## config.mk

```make
export PLATFORM = sky130hd
export DESIGN_NAME = hs_shared_csr
export DESIGN_NICKNAME = d
export VERILOG_FILES = /design/src/rtl/hsc_pkg.sv /design/src/rtl/hsc_trig.sv /design/src/rtl/hsc_status.sv /design/src/rtl/hsc_hold_sel.sv /design/src/rtl/hsc_busy.sv /design/src/rtl/hs_shared_csr.sv
export SDC_FILE = /design/constraint.sdc
export NUM_CORES = 1
export LEC_CHECK = 0
export ABC_AREA = 1
export ABC_CLOCK_PERIOD_IN_PS = 1000
export BUFFER_PORTS_ARGS = -buffer_cell sky130_fd_sc_hd__buf_4
export CAP_MARGIN = 40
export CORE_UTILIZATION = 30
export DETAILED_ROUTE_END_ITERATION = 12
export GPL_ROUTABILITY_DRIVEN = 0
export PLACE_DENSITY = 0.85
export RECOVER_POWER = 100
export SLEW_MARGIN = 15
export SYNTH_ARGS = -nofsm -noshare
export SYNTH_HDL_FRONTEND = slang
export SYNTH_SLANG_ARGS = --single-unit
```

## constraint.sdc

```tcl
create_clock -name clk -period 1 [get_ports clk]
set_clock_uncertainty 0.05 [all_clocks]
set_input_delay 0.1 -clock clk [delete_from_list [all_inputs] [get_ports clk]]
set_output_delay 0.1 -clock clk [all_outputs]
set_load 0.01 [all_outputs]
```

## src/rtl/hsc_pkg.sv

```systemverilog
package hsc_pkg;
  localparam int HSC_WORD_W  = 32;
  localparam int HSC_FIELD_W = 8;
endpackage

```

## src/rtl/hsc_trig.sv

```systemverilog
module hsc_trig #(
  parameter int W = 8
) (
  input  logic         clk,
  input  logic         rst,
  input  logic         host_en,
  input  logic [W-1:0] host_val,
  input  logic         seq_en,
  input  logic [W-1:0] seq_val,
  input  logic         auto_set,
  output logic [W-1:0] trig_q
);
  for (genvar i = 0; i < W; i++) begin : g_bit
    logic set_i, clr_i;
    assign set_i = (host_en & host_val[i]) | ((i == 0) ? auto_set : 1'b0);
    assign clr_i = seq_en & ~seq_val[i];

    always_ff @(posedge clk) begin
      if (rst) trig_q[i] <= 1'b0;
      else if (set_i) trig_q[i] <= 1'b1;
      else if (clr_i) trig_q[i] <= 1'b0;
    end

    // any host set lands, even against a sequencer clear
    p_host_set_r5: assert property (@(posedge clk) disable iff (rst)
      (host_en && host_val[i]) |=> trig_q[i]);
    // a sequencer zero clears when no set competes
    p_seq_clr_r6: assert property (@(posedge clk) disable iff (rst)
      (seq_en && !seq_val[i] && !(host_en && host_val[i]) &&
       !(i == 0 && auto_set)) |=> !trig_q[i]);
  end

  // without a host or auto set no trigger bit may rise
  p_no_seq_set_r6: assert property (@(posedge clk) disable iff (rst)
    (!host_en && !auto_set) |=> ((trig_q & ~$past(trig_q)) == '0));
endmodule

```

## src/rtl/hsc_status.sv

```systemverilog
module hsc_status #(
  parameter int W = 8
) (
  input  logic         clk,
  input  logic         rst,
  input  logic         seq_en,
  input  logic [W-1:0] seq_val,
  output logic [W-1:0] stat_d,
  output logic [W-1:0] stat_q
);
  assign stat_d = seq_en ? seq_val : stat_q;

  always_ff @(posedge clk) begin
    if (rst) stat_q <= '0;
    else     stat_q <= stat_d;
  end

  // status changes only through an effective sequencer write
  p_status_hold_r4: assert property (@(posedge clk) disable iff (rst)
    !seq_en |=> $stable(stat_q));
endmodule

```

## src/rtl/hsc_hold_sel.sv

```systemverilog
module hsc_hold_sel #(
  parameter bit PROG_IN_RAM = 1'b1
) (
  input  logic clk,
  input  logic rst,
  input  logic host_en,
  input  logic host_bit,
  output logic hold_q,
  output logic prog_q,
  output logic data_q
);
  logic hold_d;
  assign hold_d = host_en ? host_bit : hold_q;

  always_ff @(posedge clk) begin
    if (rst) begin
      hold_q <= PROG_IN_RAM;
      prog_q <= PROG_IN_RAM;
      data_q <= ~PROG_IN_RAM;
    end else begin
      hold_q <= hold_d;
      prog_q <= PROG_IN_RAM & hold_d;
      data_q <= ~(PROG_IN_RAM & hold_d);
    end
  end

  // exactly one memory is reachable by the host
  p_sel_onehot_r3: assert property (@(posedge clk) disable iff (rst)
    $countones({prog_q, data_q}) == 1);
  // program access follows the hold bit
  p_prog_tracks_r3: assert property (@(posedge clk) disable iff (rst)
    prog_q == (PROG_IN_RAM && hold_q));
  // a host write lands in the hold bit
  p_hold_load_r2: assert property (@(posedge clk) disable iff (rst)
    host_en |=> hold_q == $past(host_bit));
endmodule

```

## src/rtl/hsc_busy.sv

```systemverilog
module hsc_busy (
  input  logic clk,
  input  logic rst,
  input  logic run_set,
  input  logic run_clr,
  input  logic stat_bit_d,
  input  logic stat_bit_q,
  output logic busy_q
);
  logic run_q, run_d;
  assign run_d = run_set ? 1'b1 : (run_clr ? 1'b0 : run_q);

  always_ff @(posedge clk) begin
    if (rst) begin
      run_q  <= 1'b1;
      busy_q <= 1'b1;
    end else begin
      run_q  <= run_d;
      busy_q <= run_d | ~stat_bit_d;
    end
  end

  // a start request always shows as busy on the next cycle
  p_req_busy_r8: assert property (@(posedge clk) disable iff (rst)
    run_set |=> busy_q);
  // a low status bit forces busy
  p_stat_busy_r9: assert property (@(posedge clk) disable iff (rst)
    !stat_bit_q |-> busy_q);
endmodule

```

## src/rtl/hs_shared_csr.sv

```systemverilog
module hs_shared_csr #(
  parameter bit PROG_IN_RAM = 1'b1,
  parameter int WORD_W      = hsc_pkg::HSC_WORD_W,
  parameter int FIELD_W     = hsc_pkg::HSC_FIELD_W
) (
  input  logic              clk,
  input  logic              rst,
  input  logic              host_we,
  input  logic [WORD_W-1:0] host_wdata,
  output logic [WORD_W-1:0] host_rdata,
  input  logic              host_cplx_req,
  input  logic              seq_we,
  input  logic [WORD_W-1:0] seq_wdata,
  output logic [WORD_W-1:0] seq_rdata,
  input  logic              seq_run_clr,
  output logic              seq_hold_o,
  output logic              prog_sel_o,
  output logic              data_sel_o,
  output logic              busy_o
);
  localparam int HOLD_BIT = WORD_W - 1;
  localparam int STAT_LO  = FIELD_W;
  localparam int STAT_HI  = 2 * FIELD_W - 1;
  localparam int PAD_W    = WORD_W - 1 - 2 * FIELD_W;

  logic               hold_q, seq_eff, clr_eff;
  logic [FIELD_W-1:0] trig_q, stat_q, stat_d;
  logic [WORD_W-1:0]  word;
  logic               unused_bits;

  assign seq_eff = seq_we & ~hold_q;
  assign clr_eff = seq_run_clr & ~hold_q;

  hsc_hold_sel #(.PROG_IN_RAM(PROG_IN_RAM)) u_hold (
    .clk(clk), .rst(rst), .host_en(host_we), .host_bit(host_wdata[HOLD_BIT]),
    .hold_q(hold_q), .prog_q(prog_sel_o), .data_q(data_sel_o));

  hsc_trig #(.W(FIELD_W)) u_trig (
    .clk(clk), .rst(rst), .host_en(host_we), .host_val(host_wdata[FIELD_W-1:0]),
    .seq_en(seq_eff), .seq_val(seq_wdata[FIELD_W-1:0]),
    .auto_set(host_cplx_req), .trig_q(trig_q));

  hsc_status #(.W(FIELD_W)) u_stat (
    .clk(clk), .rst(rst), .seq_en(seq_eff), .seq_val(seq_wdata[STAT_HI:STAT_LO]),
    .stat_d(stat_d), .stat_q(stat_q));

  hsc_busy u_busy (
    .clk(clk), .rst(rst), .run_set(host_cplx_req), .run_clr(clr_eff),
    .stat_bit_d(stat_d[0]), .stat_bit_q(stat_q[0]), .busy_q(busy_o));

  assign word       = {hold_q, {PAD_W{1'b0}}, stat_q, trig_q};
  assign host_rdata = word;
  assign seq_rdata  = word;
  assign seq_hold_o = hold_q;

  assign unused_bits = ^{host_wdata[HOLD_BIT-1:STAT_LO], seq_wdata[HOLD_BIT:STAT_HI+1]};

  // a held sequencer cannot move the status field
  p_hold_masks_seq_r10: assert property (@(posedge clk) disable iff (rst)
    hold_q |=> $stable(stat_q));
  // a start request raises trigger bit 0
  p_req_trig_r8: assert property (@(posedge clk) disable iff (rst)
    host_cplx_req |=> trig_q[0]);
  // padding reads as zero
  p_pad_zero_r11: assert property (@(posedge clk) disable iff (rst)
    host_rdata[HOLD_BIT-1:STAT_HI+1] == '0);
endmodule

```

; ---- Word level (Yosys, flattened, before mapping)
; Index checks and enable logic that the tools add are counted.
[totals]
elab_cells = 73
regBits = 20
out_inout_bits = 68
[op_classes]
bitwise_logic = 31
n_reduce_logical = 8
muxes = 20
[ops]
columns = cell, count
row1 = $mux W1, 20
row2 = $and A1 B1 Y1, 18
row3 = $reduce_bool A2 Y1, 8
row4 = $not A1 Y1, 11
row5 = $or A1 B1 Y1, 2

; ---- Longest topological paths before layout
; Gate-level depths: netlist of run 1.
[depth]
depth_word = 5
ltp_mapped = 5

; ---- Modules after synthesis
; From an unflattened synthesis of run 1, not the netlist that was laid out.
[hier_totals]
cells_unflattened = 192
area_unflattened_um2 = 1341.3
[by_module_without_submodules]
columns = mod, cells_per_inst, n_inst, seq_area_each_um2, area_per_inst_um2
row1 = hsc_status, 67, 1, 160.2, 467.9
row2 = hs_shared_csr, 53, 1, 0.0, 379.1
row3 = hsc_trig, 51, 1, 160.2, 335.3
row4 = hsc_hold_sel, 12, 1, 40.0, 85.1
row5 = hsc_busy, 9, 1, 40.0, 73.8

; ---- Least setup slack after synthesis of run 1
; Ideal clock, no wire load.
[synth_timing]
path_type = register to register
start = reg u_hold.hold_q
end = reg u_busy.busy_q
arrival_ns = 0.843
stages_incl_launch_ff = 6
setup_slack_ns = -0.017
period_less_slack_ns = 1.017
required_time_ns = 0.826
setup_ns = 0.124
n_path_buf = 1
path_cell_list = dfxtp_1 > inv_4 > buf_12 > nand2_4 > a21oi_4 > nand3_2
[synth_via]
elab_chain_len = 5
word_cells_on_any_way = 8
cone_classes = mux: 3 / bitwise: 5
[synth_rtl]
columns = item, line
row1 = from (decl), hsc_hold_sel.sv:8  ; output logic hold_q,
row2 = from (signal assigned), hsc_hold_sel.sv:21  ; hold_q <= hold_d;
row3 = $not A1 Y1 (*), "hs_shared_csr.sv:31, hs_shared_csr.sv:32"
row4 = "$and A1 B1 Y1, on equally long branches", "hs_shared_csr.sv:32, hs_shared_csr.sv:31"
row5 = "$mux W1, on equally long branches", "hsc_busy.sv:11, hsc_status.sv:11"
row6 = $mux W1 or $not A1 Y1 (tied branches), "hsc_busy.sv:11, hsc_busy.sv:19"
row7 = $or A1 B1 Y1 (*), hsc_busy.sv:19  ; busy_q <= run_d | ~stat_bit_d;
row8 = to (signal assigned), hsc_busy.sv:19
row9 = to (decl), hsc_busy.sv:8  ; output logic busy_q
; Every way passes the cells marked *; elsewhere a longest branch is shown, timed or not.
; A chain may end at the register's enable or synchronous reset.

; ---- Worst setup path after layout of run 1
[layout_timing]
start = reg u_hold.hold_q
end = out seq_hold_o
[layout_rtl]
columns = item, line
row1 = to (decl), hs_shared_csr.sv:16  ; output logic seq_hold_o,
; No word-level cell between the ends.

==> flow_metrics.env, run 1 <==
export IMPL_post_cts_buffers=0
export IMPL_post_route_drc_count=0
export IMPL_viasPerCell=3.91
export IMPL_totalPowerFinal_mw=2.20
export IMPL_grt_util_met3_pct=1.18
export IMPL_path_class="reg -> out"
export IMPL_yosysUniqueCellTypes=20
export IMPL_layout_common_cells="buf_4, conb_1, dfxtp_1, nor2_1, nand2_1"
export IMPL_antenna_found_initial=0
export IMPL_syn_inst=152
export IMPL_setup_violations_final=4
export IMPL_crit_slowest_cell="dfxtp_4"
export IMPL_cpPeakStageDelay_ns=0.37
export IMPL_fin_setup_tns_ns=-0.0745
export IMPL_grt_usage_pct=10.0
export IMPL_finalWorstSetupSlack_ns=-0.0193
export IMPL_totalWireLength_um=2490
export IMPL_critical_path_cell_chain="buf_6, buf_6"
export IMPL_cp_data_arrival_time_ns=0.87
export IMPL_grtUsageMet2_pct=19.8
export IMPL_violations="negative setup slack"
export IMPL_top_usage_layer="met2"
export IMPL_ys_ff_latch=20
export IMPL_met1_usage_pct=9.90
export IMPL_cts_made_buffers=3
export IMPL_hold_violations=0
export IMPL_diodes=0
export IMPL_synth_top_area_cell="dfxtp_1"
export IMPL_p_sw_share_pct=26.4
export IMPL_power_frac_clock_pct=36.7
export IMPL_cts_tree="done"
export IMPL_multi_input_area_um2=539
export IMPL_grt_overflow_total=0
export IMPL_grt_pass1_wl_um=3460
export IMPL_io_pins=138
export IMPL_final_common_cell="buf_4"
export IMPL_htree_levels=1
export IMPL_synth_top_area_share_pct=31.1
export IMPL_n_fill_cell=421
export IMPL_vdd_ir_drop_worst_v=0.000514
export IMPL_seqPwrFrac_pct=40.1
export IMPL_grt_pass1_vias=825
export IMPL_path_clk_slew_ns=0.08
export IMPL_fmax_mhz=981
export IMPL_yosys_warnings=0
export IMPL_grt_max_degree=13
export IMPL_fin_util_pct=40.8
export IMPL_nNetsFinal=273
export IMPL_critPathLaunchType="register"
export IMPL_drive_gt1_share_pct=50.0
export IMPL_die_area_um2=4550
export IMPL_combPwrFrac_pct=23.3
export IMPL_wl_per_cell_um=9.87
export IMPL_power_switching_mw=0.580
export IMPL_ctsLongestPathBuffers=2
export IMPL_root_buffer="clkbuf_8"
export IMPL_die_h_um=67.5
export IMPL_required_ns=0.85
export IMPL_period_needed_ns=1.02
export IMPL_vias=986
export IMPL_status="finished, violations left"
export IMPL_end_kind="output pin"
export IMPL_seqCellArea_um2=404
export IMPL_intPower_mw=1.62
export IMPL_ant_nets=0
export IMPL_cap_violations=0
export IMPL_path_max_fanout=4
export IMPL_hold_path_class="in -> reg"
export IMPL_synth_area_um2=1290
export IMPL_drt_first_pass_iters=4
export IMPL_critical_path_most_common_cell="buf_6"
export IMPL_post_route_period_util_pct=102
export IMPL_synth_area_leaders="dfxtp_1, buf_4, nand3_2, a21oi_2, nor2_1"
export IMPL_start_util_pct=31.7
export IMPL_io_buffer_count=68
export IMPL_slew_viol_final=0
export IMPL_rsz0062_at_grt="yes"
export IMPL_design_core_area_um2=4060
export IMPL_avgSynthCellArea_um2=8.46
export IMPL_rows=23
export IMPL_areaGrowthSynthToFinish_pct=28.8
export IMPL_cp_buffers_inverters=2
export IMPL_post_dp_hpwl_um=1960
export IMPL_p_leak_nw=0.813
export IMPL_cts_sinks=20
export IMPL_drt_initial_drc_count=19
export IMPL_clk_latency_ns=0.26
export IMPL_ys_seq_area_share_pct=31.1
export IMPL_power_density_nw_per_um2=1330
export IMPL_cp_top_family="flip-flops"
export IMPL_die_w_um=67.5
## per-stage QoR
| stage | hold WS (ns) | instances | cell area (µm²) | setup WS (ns) |
|---|---|---|---|---|
| floorplan | 0.132 | 181 | 1400 | 0.0292 |
| CTS | 0.0195 | 251 | 1660 | -0.0170 |
| finish | 0.0140 | 252 | 1660 | -0.0193 |
| detailed placement | 0.253 | 246 | 1560 | 0.00690 |
| global route | 0.0283 | 252 | 1660 | -0.0394 |
| global placement | 0.254 | 246 | 1560 | 0.0462 |
## power groups by stage
| stage | clock [mW] | sequential [mW] | combinational [mW] |
|---|---|---|---|
| finish | 0.807 | 0.882 | 0.513 |
| global route | 0.853 | 0.889 | 0.564 |
| CTS | 0.817 | 0.883 | 0.519 |
| detailed placement | 0 | 0.901 | 0.505 |
| global placement | 0 | 0.898 | 0.496 |
| floorplan | 0 | 0.918 | 0.396 |
## layer usage
| metal | wire length, µm | vias to the layer above |
|---|---|---|
| met5 | 0 | - |
| met4 | 14 | 0 |
| met3 | 193 | 2 |
| met2 | 1340 | 53 |
| met1 | 943 | 438 |
| li1 | - | 493 |
## final cells by class
class / instances / area share, %
clock buffers: 3 / 2.49
multi-input cells: 96 / 32.6
repair buffers: 70 / 31.6
flip-flops and latches: 20 / 24.4
clock inverters: 1 / 1.81
inverters: 12 / 3.32
well taps: 50 / 3.78
## flip-flops by register name, indices dropped and copies added, names as in the netlist
signal	cells
u_trig.trig_q	8
u_hold.hold_q	1
u_stat.stat_q	8
u_busy.run_q	1
u_busy.busy_q	1
u_hold.data_q	1
## cells by family after synthesis
group / Yosys count / share of synthesized area [%]
other: 1 / 0.292
buffers and inverters: 66 / 36.5
AOI/OAI and AO/OA: 19 / 10.6
DFF: 20 / 31.1
and+or+nand+nor: 46 / 21.5
## repair_timing
| item | 4_1_cts | 5_1_grt |
|---|---|---|
| cloned | 0 | 1 |
| hold buffers | 1 | 0 |
| pin swaps | 0 | 0 |
| setup endpoints to repair | 6 | 14 |
| endpoints found under the hold margin | 2 | 0 |
| gates resized for setup | 5 | 3 |
## final timing paths
kind                                      start                       endpoint  slack, ns  cells after the start
setup reg to reg       u_hold.hold_q$_SDFF_PP1_  u_stat.stat_q[7]$_SDFFE_PP0P_       0.03                      5
hold / removal                     seq_wdata[9]  u_stat.stat_q[1]$_SDFFE_PP0P_       0.01                      3
hold reg to reg   u_trig.trig_q[1]$_SDFFE_PP0P_  u_trig.trig_q[1]$_SDFFE_PP0P_       0.43                      2
setup / recovery       u_hold.hold_q$_SDFF_PP1_                     seq_hold_o      -0.02                      2
## synth_stat cells, drive strengths merged
cell type and instances:
buf 54, nand2 21, dfxtp 20, nor2 15, a21oi 11, inv 11, nand3 10, o21ai 8
clkinv 1, conb 1
## worst register-to-register path: cells and delay by family, from the launching register on
kind	cells	cell delay, ns
flops	1	0.37
buf+inv	2	0.24
simple gates	3	0.24
No activity file was read; power rests on OpenSTA's default activity.
==> run 2: changes to the inputs <==
--- a/config.mk
+++ b/config.mk
@@ -7,7 +7,7 @@
 export LEC_CHECK = 0
 export ABC_AREA = 1
 export ABC_CLOCK_PERIOD_IN_PS = 1000
-export BUFFER_PORTS_ARGS = -buffer_cell sky130_fd_sc_hd__buf_4
+export BUFFER_PORTS_ARGS = -buffer_cell sky130_fd_sc_hd__buf_2
 export CAP_MARGIN = 40
 export CORE_UTILIZATION = 30
 export DETAILED_ROUTE_END_ITERATION = 12
==> flow_metrics.env, run 2 (synthesized netlist as in run 1, its figures left out) <==
export IMPL_status="complete, no violations"
export IMPL_design_core_area_um2=4060
export IMPL_ant_nets=0
export IMPL_grt_util_met3_pct=2.36
export IMPL_grt_pass1_vias=765
export IMPL_grt_overflow_total=0
export IMPL_areaGrowthSynthToFinish_pct=22.2
export IMPL_ctsLongestPathBuffers=2
export IMPL_die_h_um=67.5
export IMPL_multi_input_area_um2=552
export IMPL_slew_viol_final=0
export IMPL_die_w_um=67.5
export IMPL_clk_latency_ns=0.26
export IMPL_path_class="reg -> reg"
export IMPL_io_buffer_count=68
export IMPL_wl_per_cell_um=9.35
export IMPL_grt_max_degree=13
export IMPL_post_route_period_util_pct=96.8
export IMPL_path_max_fanout=7
export IMPL_root_buffer="clkbuf_8"
export IMPL_n_fill_cell=417
export IMPL_power_density_nw_per_um2=1370
export IMPL_die_area_um2=4550
export IMPL_hold_violations=0
export IMPL_start_util_pct=31.7
export IMPL_fin_hold_ws_ns=0.00700
export IMPL_seqCellArea_um2=404
export IMPL_p_leak_nw=0.827
export IMPL_crit_slowest_cell="dfxtp_4"
export IMPL_nNetsFinal=278
export IMPL_reg_top3="u_stat.stat_q: 8 flops, u_trig.trig_q: 8 flops"
export IMPL_hold_path_class="in -> reg"
export IMPL_drt_initial_drc_count=20
export IMPL_vdd_ir_drop_worst_v=0.000440
export IMPL_cp_data_arrival_time_ns=1.11
export IMPL_diodes=0
export IMPL_fmax_mhz=1030
export IMPL_grt_pass1_wl_um=3290
export IMPL_drive_gt1_share_pct=56.0
export IMPL_viasPerCell=3.90
export IMPL_critPathLaunchType="register"
export IMPL_totalPowerFinal_mw=2.15
export IMPL_critical_path_cell_chain="clkinv_8, buf_4, nand2_4, o21ai_1, nor2_1"
export IMPL_rsz0062_at_grt="yes"
export IMPL_drt_first_pass_iters=4
export IMPL_cpPeakStageDelay_ns=0.40
export IMPL_required_ns=1.15
export IMPL_period_needed_ns=0.968
export IMPL_post_route_drc_count=0
export IMPL_path_clk_slew_ns=0.08
export IMPL_rows=23
export IMPL_cts_made_buffers=3
export IMPL_totalWireLength_um=2400
export IMPL_end_kind="register"
export IMPL_grtUsageMet2_pct=16.8
export IMPL_setup_violations_final=0
export IMPL_io_pins=138
export IMPL_grt_usage_pct=9.67
export IMPL_post_dp_hpwl_um=1870
export IMPL_met1_usage_pct=10.8
export IMPL_final_common_cell="buf_2"
export IMPL_vias=1003
export IMPL_cts_tree="done"
export IMPL_htree_levels=1
export IMPL_cap_violations=0
export IMPL_layout_common_cells="buf_2, conb_1, dfxtp_1, nor2_1"
export IMPL_cts_sinks=20
export IMPL_top_usage_layer="met2"
export IMPL_antenna_found_initial=0
-- run 2: cell count changes in the layout (fill, tap and decap cells not counted) --
cell,change
nor2_1,-3
clkinv_8,+1
buf_6,-5
clkbuf_1,-5
inv_6,-1
buf_12,+2
nand2_2,+2
nand2_1,-2
buf_2,+67
buf_4,-54
nor2_2,+3
-- run 2: where the power goes --
part / internal [mW] / switching, mW / leakage [nW] / total [mW]
registers: 0.842 / 0.0394 / 0.165 / 0.882
logic: 0.197 / 0.271 / 0.626 / 0.468
clock network: 0.534 / 0.266 / 0.0357 / 0.799
total: 1.57 / 0.576 / 0.827 / 2.15
-- run 2: layout make-up --
type	count	area share [%]
clock buffer	3	2.63
multi-input combinational	96	35.1
timing repair buffer	75	26.7
sequential	20	25.7
clock inverter	1	1.91
tap	50	3.98
inverter	12	3.98
-- run 2: routing by layer --
metal	routed length, µm	part of all wire [%]	vias to the layer above
li1	-	-	500
met1	932	39	448
met2	1230	51	53
met3	209	8.7	2
met4	26	1.1	0
met5	0	0	-
-- run 2: final timing paths --
check                                startpoint  slack, ns  depth (start not counted)                             to
hold reg to reg   u_trig.trig_q[1]$_SDFFE_PP0P_       0.43                          2  u_trig.trig_q[1]$_SDFFE_PP0P_
setup reg to reg       u_hold.hold_q$_SDFF_PP1_       0.03                          5  u_stat.stat_q[4]$_SDFFE_PP0P_
hold / removal                    host_cplx_req      0.007                          3       u_busy.busy_q$_SDFF_PP1_
setup / recovery       u_hold.hold_q$_SDFF_PP1_       0.03                          5  u_stat.stat_q[4]$_SDFFE_PP0P_
-- run 2: stage by stage --
stage / util [%] / instances / setup slack [ns] / cell area, µm² / setup TNS (ns)
2_1_floorplan: - / 181 / 0.0292 / 1400 / 0
3_3_place_gp: 34.8 / 247 / 0.0242 / 1410 / 0
3_5_place_dp: 34.8 / 247 / -0.00515 / 1410 / -0.00588
4_1_cts: 36.9 / 252 / 0.0226 / 1500 / 0
5_1_grt: 38.7 / 257 / -0.0116 / 1570 / -0.0830
6_report: 38.7 / 257 / 0.0324 / 1570 / 0
-- run 2: timing repair --
item | in CTS | in global routing
pin swaps | 0 | 1
setup buffers | 0 | 4
resized for setup | 2 | 8
setup endpoints to repair | 2 | 7
hold buffers | 1 | 0
hold endpoints to repair | 1 | 0
gates cloned | 0 | 1
-- run 2: worst max-delay path, delay by kind of cell, from the launching register on --
| family | cells | cell delay (ns) |
|---|---|---|
| AO/OA/AOI/OAI | 1 | 0.06 |
| AND/OR/NAND/NOR | 2 | 0.17 |
| flip-flops | 1 | 0.40 |
| buffers and inverters | 2 | 0.22 |
==> run 3: changes to the inputs <==
--- a/config.mk
+++ b/config.mk
@@ -6,14 +6,13 @@
 export NUM_CORES = 1
 export LEC_CHECK = 0
 export ABC_AREA = 1
-export ABC_CLOCK_PERIOD_IN_PS = 1000
+export ABC_CLOCK_PERIOD_IN_PS = 1100
 export BUFFER_PORTS_ARGS = -buffer_cell sky130_fd_sc_hd__buf_2
 export CAP_MARGIN = 40
 export CORE_UTILIZATION = 30
 export DETAILED_ROUTE_END_ITERATION = 12
 export GPL_ROUTABILITY_DRIVEN = 0
-export PLACE_DENSITY = 0.85
-export RECOVER_POWER = 100
+export PLACE_DENSITY = 0.82
 export SLEW_MARGIN = 15
 export SYNTH_ARGS = -nofsm -noshare
 export SYNTH_HDL_FRONTEND = slang
==> constraint.sdc (replaced) <==
create_clock -name clk -period 1.1 [get_ports clk]
set_clock_uncertainty 0.05 [all_clocks]
set_input_delay 0.11 -clock clk [delete_from_list [all_inputs] [get_ports clk]]
set_output_delay 0.11 -clock clk [all_outputs]
set_load 0.01 [all_outputs]
==> flow_metrics.env, run 3 (synthesized netlist as in run 1, its figures left out) <==
export IMPL_vias=981
export IMPL_htree_levels=1
export IMPL_ctsLongestPathBuffers=2
export IMPL_rows=23
export IMPL_grt_usage_pct=10.3
export IMPL_areaGrowthSynthToFinish_pct=15.9
export IMPL_design_core_area_um2=4060
export IMPL_cts_made_buffers=3
export IMPL_r2r_end="u_stat.stat_q[4]$_SDFFE_PP0P_"
export IMPL_viasPerCell=3.88
export IMPL_reg_top3="u_stat.stat_q: 8 flops, u_trig.trig_q: 8 flops"
export IMPL_io_pins=138
export IMPL_reg2reg_from="u_hold.hold_q$_SDFF_PP1_"
export IMPL_hold_violations=0
export IMPL_antenna_found_initial=0
export IMPL_path_max_fanout=9
export IMPL_layout_common_cells="buf_2, conb_1, dfxtp_1, nor2_1, nand2_1"
export IMPL_fmax_mhz=962
export IMPL_p_leak_nw=0.785
export IMPL_die_w_um=67.5
export IMPL_grt_max_degree=13
export IMPL_grt_overflow_total=0
export IMPL_drt_first_pass_iters=4
export IMPL_post_route_drc_count=0
export IMPL_totalWireLength_um=2300
export IMPL_worstHoldEndpoint="u_busy.busy_q$_SDFF_PP1_"
export IMPL_cts_tree="done"
export IMPL_setup_violations_final=0
export IMPL_critPathLaunchType="input port"
export IMPL_path_class="in -> reg"
export IMPL_met1_usage_pct=10.6
export IMPL_top_usage_layer="met2"
export IMPL_n_fill_cell=418
export IMPL_ff2ff_path_depth=5
export IMPL_cap_violations=0
export IMPL_power_density_nw_per_um2=1290
export IMPL_hold_path_class="in -> reg"
export IMPL_drive_gt1_share_pct=53.2
export IMPL_clk_latency_ns=0.26
export IMPL_grt_pass1_wl_um=3570
export IMPL_status="complete, no violations"
export IMPL_dp_cells=248
export IMPL_cp_data_arrival_time_ns=1.15
export IMPL_whs_path_depth=3
export IMPL_rsz0062_at_grt="yes"
export IMPL_diodes=0
export IMPL_slew_viol_final=0
export IMPL_vdd_ir_drop_worst_v=0.000502
export IMPL_ant_nets=0
export IMPL_post_dp_hpwl_um=1870
export IMPL_grt_pass1_vias=859
export IMPL_end_kind="register"
export IMPL_start_util_pct=31.7
export IMPL_io_buffer_count=68
export IMPL_required_ns=1.21
export IMPL_wl_per_cell_um=9.09
export IMPL_die_area_um2=4550
export IMPL_drt_initial_drc_count=34
export IMPL_instances_no_fill=253
export IMPL_post_route_period_util_pct=94.5
export IMPL_reg2reg_slack_ns=0.13
export IMPL_post_cts_buffers=0
export IMPL_period_needed_ns=1.04
export IMPL_grtUsageMet2_pct=18.9
export IMPL_totalPowerFinal_mw=1.92
export IMPL_final_common_cell="buf_2"
export IMPL_nNetsFinal=274
export IMPL_hold_path_startpoint="host_cplx_req"
export IMPL_path_clk_slew_ns=0.08
export IMPL_die_h_um=67.5
export IMPL_root_buffer="clkbuf_8"
export IMPL_cts_sinks=20
export IMPL_grt_util_met3_pct=2.36
## run 3: cell types whose count changed in the layout (fill, tap and decap cells not counted), sizes merged
cell | before | now
clkbuf | 4 | 3
buf | 73 | 71
clkinvlp | 0 | 1
nand2 | 22 | 21
clkinv | 2 | 1
## run 3: per-layer routing
metal	up-vias	share of wire [%]
met3	4	7.7
met4	0	1.4
li1	496	-
met2	49	51
met5	-	0
met1	432	40
## run 3: area by class of cell
type	instances	area, µm²	area share, %
multi-input cells	95	526	35.3
inverters	12	56.3	3.78
flip-flops and latches	20	402	27.0
repair buffers	72	373	25.0
well taps	50	62.6	4.20
clock buffers	3	41.3	2.77
clock inverters	1	30.0	2.02
## run 3: through the flow
stage	util, %	setup slack [ns]	instance area, µm²	hold WS, ns	TNS (ns)
after global routing	36.7	-0.00105	1490	0.0257	-0.00105
after floorplan	-	0.0832	1400	0.142	0
final	36.7	0.0609	1490	0.0167	0
after detailed placement	34.6	0.0636	1400	0.269	0
after CTS	36.6	0.0182	1490	0.0159	0
after global placement	34.6	0.110	1400	0.271	0
## run 3: power by group
group,leakage [nW],internal (mW),switching (mW)
Clock,0.0357,0.486,0.248
Combinational,0.584,0.155,0.237
Sequential,0.164,0.767,0.0310
Total,0.785,1.41,0.516
## run 3: critical path: stages
cell and delay (ns):
dlygate4sd3_1 0.52, buf_2 0.16, clkinvlp_4 0.19, o21ai_1 0.12, nor2_1 0.05
## run 3: worst max-delay path by stage
stage                        startpoint                            end  slack, ns
6_report                            rst  u_stat.stat_q[5]$_SDFFE_PP0P_       0.06
5_1_grt                             rst  u_stat.stat_q[2]$_SDFFE_PP0P_     -0.001
4_1_cts                             rst  u_stat.stat_q[4]$_SDFFE_PP0P_       0.02
3_5_place_dp   u_hold.hold_q$_SDFF_PP1_  u_stat.stat_q[6]$_SDFFE_PP0P_       0.06
3_3_place_gp   u_hold.hold_q$_SDFF_PP1_       u_busy.busy_q$_SDFF_PP1_       0.11
2_1_floorplan  u_hold.hold_q$_SDFF_PP1_       u_busy.busy_q$_SDFF_PP1_       0.08
## run 3: timing repair
item                       in CTS  in global routing
gates resized for setup         0                  2
hold endpoints to repair        1                  0
hold buffers                    1                  0
setup endpoints to repair       0                  9
